**config.mk**
```make
export PLATFORM = sky130hd
export DESIGN_NAME = edge_qualifier
export DESIGN_NICKNAME = d
export VERILOG_FILES = /design/src/rtl/eq_pkg.sv /design/src/rtl/eq_sync.sv /design/src/rtl/eq_filter.sv /design/src/rtl/eq_edge.sv /design/src/rtl/edge_qualifier.sv
export SDC_FILE = /design/constraint.sdc
export NUM_CORES = 1
export LEC_CHECK = 0
export ABC_AREA = 1
export BUFFER_PORTS_ARGS = -buffer_cell sky130_fd_sc_hd__buf_4
export CAP_MARGIN = 20
export CORE_MARGIN = 5
export CORE_UTILIZATION = 35
export DETAILED_ROUTE_END_ITERATION = 8
export SETUP_SLACK_MARGIN = 0.05
export SLEW_MARGIN = 20
export SYNTH_ARGS = -nofsm -noshare
export SYNTH_HDL_FRONTEND = slang
export SYNTH_SLANG_ARGS = --single-unit
```
**constraint.sdc**
```tcl
create_clock -name clk_i -period 1.2 [get_ports clk_i]
set_input_delay 0.06 -clock clk_i [delete_from_list [all_inputs] [get_ports clk_i]]
set_output_delay 0.06 -clock clk_i [all_outputs]
set_load 0.01 [all_outputs]
```
**src/rtl/eq_pkg.sv**
```systemverilog
package eq_pkg;
  localparam int CODE_W  = 2;
  localparam int MAX_LOG = (1 << CODE_W) - 1;
  localparam int CNT_W   = MAX_LOG;

  typedef enum logic [1:0] {
    EDGE_RISE = 2'd0,
    EDGE_FALL = 2'd1,
    EDGE_BOTH = 2'd2,
    EDGE_NONE = 2'd3
  } edge_sel_e;

  // required consecutive differing samples minus one: 0,1,3,7
  function automatic logic [CNT_W-1:0] stable_limit(input logic [CODE_W-1:0] code);
    logic [CODE_W-1:0] sh;
    sh = CODE_W'(MAX_LOG) - code;
    return {CNT_W{1'b1}} >> sh;
  endfunction
endpackage

```
**src/rtl/eq_sync.sv**
```systemverilog
module eq_sync #(
  parameter int STAGES = 2
) (
  input  logic clk_i,
  input  logic rst_ni,
  input  logic d_i,
  output logic q_o
);
  logic [STAGES-1:0] sh_q;

  always_ff @(posedge clk_i or negedge rst_ni) begin
    if (!rst_ni) sh_q <= '0;
    else         sh_q <= {sh_q[STAGES-2:0], d_i};
  end

  assign q_o = sh_q[STAGES-1];
endmodule

```
**src/rtl/eq_filter.sv**
```systemverilog
module eq_filter
  import eq_pkg::*;
(
  input  logic              clk_i,
  input  logic              rst_ni,
  input  logic              d_i,
  input  logic [CODE_W-1:0] code_i,
  output logic              lvl_o
);
  logic             lvl_q;
  logic [CNT_W-1:0] cnt_q;
  logic [CNT_W-1:0] limit;

  assign limit = stable_limit(code_i);

  always_ff @(posedge clk_i or negedge rst_ni) begin
    if (!rst_ni) begin
      lvl_q <= 1'b0;
      cnt_q <= '0;
    end else if (d_i == lvl_q) begin
      cnt_q <= '0;
    end else if (cnt_q >= limit) begin
      lvl_q <= d_i;
      cnt_q <= '0;
    end else begin
      cnt_q <= cnt_q + 1'b1;
    end
  end

  assign lvl_o = lvl_q;
endmodule

```
**src/rtl/eq_edge.sv**
```systemverilog
module eq_edge
  import eq_pkg::*;
(
  input  logic              clk_i,
  input  logic              rst_ni,
  input  logic              lvl_i,
  input  logic [CODE_W-1:0] sel_i,
  output logic              pulse_o
);
  logic prev_q, pulse_q, rise, fall, hit;

  assign rise = lvl_i & ~prev_q;
  assign fall = ~lvl_i & prev_q;

  always_comb begin
    unique case (edge_sel_e'(sel_i))
      EDGE_RISE: hit = rise;
      EDGE_FALL: hit = fall;
      EDGE_BOTH: hit = rise | fall;
      default:   hit = 1'b0;
    endcase
  end

  always_ff @(posedge clk_i or negedge rst_ni) begin
    if (!rst_ni) begin
      prev_q  <= 1'b0;
      pulse_q <= 1'b0;
    end else begin
      prev_q  <= lvl_i;
      pulse_q <= hit;
    end
  end

  assign pulse_o = pulse_q;
endmodule

```
**src/rtl/edge_qualifier.sv**
```systemverilog
module edge_qualifier
  import eq_pkg::*;
#(
  parameter int  NUM_SRC     = 8,
  parameter int  SYNC_STAGES = 2,
  localparam int SEL_W       = (NUM_SRC > 1) ? $clog2(NUM_SRC) : 1
) (
  input  logic               clk_i,
  input  logic               rst_ni,
  input  logic [NUM_SRC-1:0] raw_i,
  input  logic [SEL_W-1:0]   src_sel_i,
  input  logic [CODE_W-1:0]  flt_code_i,
  input  logic [CODE_W-1:0]  edge_code_i,
  output logic               pulse_o
);
  logic raw_sel, sync_lvl, flt_lvl;

  always_comb begin
    raw_sel = 1'b0;
    for (int i = 0; i < NUM_SRC; i++)
      if (src_sel_i == SEL_W'(i)) raw_sel = raw_i[i];
  end

  eq_sync #(.STAGES(SYNC_STAGES)) u_sync (
    .clk_i(clk_i), .rst_ni(rst_ni), .d_i(raw_sel), .q_o(sync_lvl)
  );

  eq_filter u_filter (
    .clk_i(clk_i), .rst_ni(rst_ni), .d_i(sync_lvl), .code_i(flt_code_i), .lvl_o(flt_lvl)
  );

  eq_edge u_edge (
    .clk_i(clk_i), .rst_ni(rst_ni), .lvl_i(flt_lvl), .sel_i(edge_code_i), .pulse_o(pulse_o)
  );
endmodule

```
==> results of run 1 <==
[metal layers]
metal | GRT usage [%] | vias up
met1 | 11.5 | 185
met3 | 5.75 | 0
li1 | - | 238
met2 | 14.7 | 10
met5 | 0 | -
met4 | 1.66 | 0
[worst min-delay path by stage]
stage / start / end / slack (ps) / cells after the start
global route: edge_code_i[1] / u_edge.pulse_o / 70 / 4
finish: edge_code_i[0] / u_edge.pulse_o / 60 / 3
detailed placement: rst_ni / u_edge.prev_q / -120 / 1
floorplan: rst_ni / u_edge.prev_q / -240 / 0
CTS: edge_code_i[0] / u_edge.pulse_o / 40 / 3
global placement: rst_ni / u_edge.prev_q / -120 / 1
[metrics by stage]
| stage | total power, mW | util, % |
|---|---|---|
| after detailed placement | 0.820 | 51.0 |
| after CTS | 1.04 | 54.0 |
| after floorplan | 0.664 | - |
| final | 1.02 | 54.0 |
| after global routing | 1.12 | 54.0 |
| after global placement | 0.811 | 51.0 |
[repair_timing]
| item | CTS | global route |
|---|---|---|
| hold endpoints to repair | 8 | 0 |
| gates cloned | 0 | 0 |
| resized for setup | 0 | 1 |
| setup buffers | 1 | 0 |
| pin swaps | 2 | 0 |
| endpoints found under the setup margin | 4 | 5 |
| hold buffers | 1 | 0 |
[cells in the mapped netlist, drive strengths merged]
| cell | n |
|---|---|
| inv | 12 |
| nand2 | 12 |
| dfrtp | 8 |
| ha | 6 |
| nor2 | 5 |
| nand3 | 4 |
| nor3 | 4 |
| o21ai | 3 |
| nand4 | 2 |
| xnor2 | 2 |
| a21oi | 1 |
| or2 | 1 |
[layout make-up]
class | count | area share [%]
Tap cell | 15 | 2.67
Multi-Input combinational cell | 40 | 36.5
Clock buffer | 3 | 3.20
Sequential cell | 8 | 28.5
Inverter | 12 | 6.41
Timing Repair Buffer | 21 | 22.8
[worst min-delay path: cells and delay by family]
family / cells / cell delay, ps
simple gates: 2 / 130
buf+inv: 1 / 80
[kinds of logic after synthesis]
kind of cell / after synthesis
buffers and inverters: 12
AO/OA/AOI/OAI: 4
XOR/XNOR: 2
AND/OR/NAND/NOR: 28
adder cells (fa/ha/maj): 6
flip-flops: 8
[state kept, by name (all words and copies together), names as in the netlist]
register / count
u_filter.lvl_o: 1
u_edge.pulse_o: 1
u_edge.prev_q: 1
u_sync.sh_q: 2
u_filter.cnt_q: 3
[power groups by stage]
stage	clock, mW	sequential (mW)	combinational (mW)
final	0.204	0.401	0.410
after global routing	0.225	0.413	0.480
after CTS	0.218	0.403	0.419
after detailed placement	0	0.408	0.411
after global placement	0	0.408	0.403
after floorplan	0	0.407	0.256
==> run metrics, run 1 <==
outcome=finished clean; Synth area leader=dfrtp_1; largest net degree at the start of global routing=9; uppermost layer routed=met3; TritonRoute pass-1 iters=1; clock root cell=clkbuf_4; P_sw=341 uW; Synth top area share=41.2%; grt total ovfl=0; Area Growth Syn to Fin=44.8%; first-pass GRT wire length=1460 um; drt drc=0; Starting Density=37.3%; fin nets=109; clk buf depth=2; reg2reg setup slack=60 ps; routed length on met3=70 um; Crit path buffers/inverters=0; DP Worst Slack=-14.2 ps; Net Count, Synth=83; required time worst endpoint=1340 ps; DP Cell Count=94; crit path time final=1140 ps; fillcell total=138; Finished Layout Cells=99; Skew-Pair Late Insertion Delay=250 ps; Post-Syn Area=485 sq um; # rows=13; RSZ-0062 raised after global routing=yes; H-Tree Depth=1; Final Setup Violations=0; Ports=18; vias post-DR=433; CP top delay family=flip-flops; post-route cell area=703 sq um; Cells after Synth=60; crit path DAT=1290 ps; core area=0.00130 sq mm; r2r worst-path depth=5; launch point of the worst path=u_filter.cnt_q[2]; setup TNS=0 ps; GRT Resource Usage Total=9.53%; top post-synthesis cells by area=dfrtp_1 (41%), ha_1 (15%), nand2_1 (9.3%); Worst-path clk slew=60 ps; Post-Synth XOR/XNOR Area=3.61%; VDD IR max=0.817 mV; register area=200 sq um; mux cell area share after synthesis=0%; reg2reg start=u_filter.cnt_q[2]; endpoint of the lowest-slack register-to-register path=u_filter.lvl_o; vias per cell=4.37; final hold violations=0; worst hold slack=60.6 ps; routability cong.=0.678; largest family of logic cells by synthesized area=simple AND/OR/NAND/NOR gates; Setup CP Type=flip-flop to flip-flop; met2 routed wirelength=449 um; IO Port Bufs=17; antenna violations before repair=0; Netlist cell types=15; Pleak=0.391 nW; post-synthesis compound-gate area fraction=4.12%; final worst slack=56.1 ps; Syn. warnings=0; Max transition margin=83.2%; CTS tree=done; share of cells above drive strength 1=33.3%; Routed Antenna Nets=0; n_diodes=0; Worst Skew=5.07 ps; multi-input logic area=256 sq um; max cap viols=0; met1 WL=402 um; Die H=47.2 um; Die X=47.2 um; Final Cycle Share=95.3%; most frequent cells in the layout=buf_4 (20), nand2_1 (12), inv_1 (11); Post-Route WL=922 um; slew of the pin with the lowest slew margin=250 ps; WL/cell=9.31 um; Slowest cell on crit path=dfrtp_1; register bit total from synthesis=8; Worst path max stage delay=410 ps; vias in the first global route=412; Crit. path cell count=5; ordered list of cells on the worst path=ha_4, a21oi_2, nand3_2, nand2_1, o21ai_1; clock network fraction of total power=20.1%; adder-cell area share of the yosys netlist=15.5%; placed cell areas=663 sq um; sequential element share of the synthesized area=41.2%; drt initial violations=0; CTS buffer count=3; syn avg cell area=8.09 sq um; Max Slew Vio Count=0; CTS sink count=8; logic gate share of total power=40.4%; Die Area=0.00223 sq mm; Critical Path Source Type=flip-flop; Seq pwr share=39.5%; sw frac=33.6%; type of the worst min-delay path=input pin to flip-flop; Worst Setup EP=u_filter.lvl_o; FMAX=874 MHz; pwr/cell area=1440 mW/mm^2; Int Pwr=675 uW; HPWL after DPL=771 um; most common cell after layout, fill and taps aside=buf_4; CP endpoint kind=flip-flop; Crit Path Max Fanout=5; Simple-Gate Fraction of Synth Area=26.3%
Power figures use the tool's default switching activity.
==> inputs of run 2 (changes only) <==
Settings changed: CORE_MARGIN 5 to 3.
Clock period 1.2 ns to 1.1 ns, I/O delays scaled along.
==> run 2 against run 1 <==
The run now ends with setup timing left. Sequential cell count did not move. Non-clock buffer count up 2. Clock-buffer cell count is the same. Sequential share of layout area shrank 1.7 points. Die area fell by 16%. Clock skew down 4.7 ps. Power grew 20%. Critical path depth unchanged. Critical endpoint unchanged. Largest cell class unchanged. Largest power group unchanged.
==> run metrics, run 2 (synthesis gave the netlist of run 1 again) <==
GRT Resource Usage Total=11.0%; drt initial violations=3; most frequent cells in the layout=buf_4 (22), nand2_1 (12), inv_1 (10); Max transition margin=78.8%; Routed Antenna Nets=0; fin nets=111; uppermost layer routed=met4; Die X=43.2 um; FMAX=860 MHz; Power Total=1.22 mW; largest net degree at the start of global routing=9; clk buf depth=2; Post-Route WL=956 um; Pleak=0.405 nW; sw frac=35.0%; routed length on met3=90 um; Worst-path clk slew=50 ps; required time worst endpoint=1230 ps; failing checks=setup timing; Die H=43.2 um; WL/cell=9.56 um; met1 WL=418 um; clock network fraction of total power=17.4%; vias in the first global route=396; Die Area=0.00187 sq mm; routability cong.=0.677; final hold violations=0; Seq pwr share=35.9%; Ports=18; H-Tree Depth=1; max reg flops=3; core area=0.00120 sq mm; crit path DAT=1290 ps; TritonRoute pass-1 iters=4; reg2reg start=u_filter.cnt_q[2]; # rows=12; Starting Density=40.4%; Crit Path Max Fanout=5; Worst Skew=0.338 ps; clock root cell=clkbuf_4; final worst slack=-62.5 ps; P_sw=426 uW; Hold Path End=u_edge.pulse_o; CTS sink count=8; share of cells above drive strength 1=39.5%; most common cell after layout, fill and taps aside=buf_4; fillcell total=100; Final Setup Violations=4; RSZ-0062 raised after global routing=yes; reg2reg setup slack=-60 ps; type of the worst min-delay path=input pin to flip-flop; vias per cell=4.56; Setup CP Type=flip-flop to flip-flop; hold path depth=4; r2r worst-path depth=5; Final Cycle Share=106%; Skew-Pair Late Insertion Delay=250 ps; DP Worst Slack=-91.6 ps; Int Pwr=793 uW; worst hold slack=54.1 ps; first-pass GRT wire length=1510 um; Largest Register=u_filter.cnt_q; hold wc startpoint=edge_code_i[0]; outcome=finished, violations left; CTS buffer count=3; slew of the pin with the lowest slew margin=315 ps; Max Slew Vio Count=0; logic gate share of total power=46.7%; Largest regs=u_filter.cnt_q: 3 flops, u_sync.sh_q: 2 flops; vias post-DR=456; CP endpoint kind=flip-flop; IO Port Bufs=17; endpoint of the lowest-slack register-to-register path=u_filter.lvl_o; CTS tree=done; met2 routed wirelength=440 um; HPWL after DPL=743 um; max cap viols=0; VDD IR max=1.42 mV; Area Growth Syn to Fin=53.9%; drt drc=0; crit path time final=1160 ps; Critical Path Source Type=flip-flop; launch point of the worst path=u_filter.cnt_q[2]; grt total ovfl=0; n_diodes=0; pwr/cell area=1630 mW/mm^2; antenna violations before repair=0
## run 2: cell types whose count changed in the layout (fill, tap and decap cells not counted)
cell     change
buf_4        +2
nand3_1      -2
a21oi_2      -1
a21oi_4      +1
inv_1        -1
inv_2        +1
nand3_2      +1
nand3_4      +1
nor3_1       -1
nor3_2       +1
## run 2: through the flow
| step | cells | setup TNS [ps] | utilization [%] | area (sq um) |
|---|---|---|---|---|
| floorplan | 60 | 0 | - | 502 |
| global placement | 95 | -191 | 56.4 | 677 |
| detailed placement | 95 | -324 | 56.4 | 677 |
| CTS | 99 | -193 | 59.1 | 709 |
| global route | 100 | -376 | 62.2 | 747 |
| finish | 100 | -133 | 62.2 | 747 |
## run 2: critical path, cell delays in order, from the launching register on
cell	delay (ps)
dfrtp_1	400
ha_4	250
a21oi_4	140
nand3_4	120
nand2_1	70
o21ai_1	60
## run 2: power groups by stage
stage	clock [mW]	sequential (mW)	combinational, mW
final	0.212	0.438	0.569
after global routing	0.240	0.444	0.637
after CTS	0.220	0.438	0.461
after detailed placement	0	0.445	0.452
after global placement	0	0.442	0.443
after floorplan	0	0.444	0.279
## run 2: worst max path at each step
stage	slack, ps	end	cells past startpoint
floorplan	20	u_filter.lvl_o	5
global placement	-80	u_filter.cnt_q[2]	6
CTS	-60	u_filter.lvl_o	5
detailed placement	-90	u_filter.cnt_q[1]	6
finish	-60	u_filter.lvl_o	5
global route	-130	u_filter.lvl_o	5
## run 2: area by class of cell
class	instances	area [sq um]	area share (%)
multi-input cells	40	287	38.4
flip-flops and latches	8	200	26.8
repair buffers	23	175	23.5
inverters	12	45.0	6.03
clock buffers	3	22.5	3.02
well taps	14	17.5	2.35
## run 2: routing by layer
| metal | vias up | track usage (%) |
|---|---|---|
| li1 | 243 | - |
| met1 | 193 | 13.2 |
| met2 | 18 | 15.3 |
| met3 | 2 | 6.36 |
| met4 | 0 | 5.42 |
| met5 | - | 0 |
## run 2: timing repair
action                                  CTS  global route
pin swaps                                 1             1
setup buffers                             0             1
endpoints found under the setup margin    4             5
gates resized for setup                   0             7
hold endpoints to repair                  8             0
hold buffers                              1             0
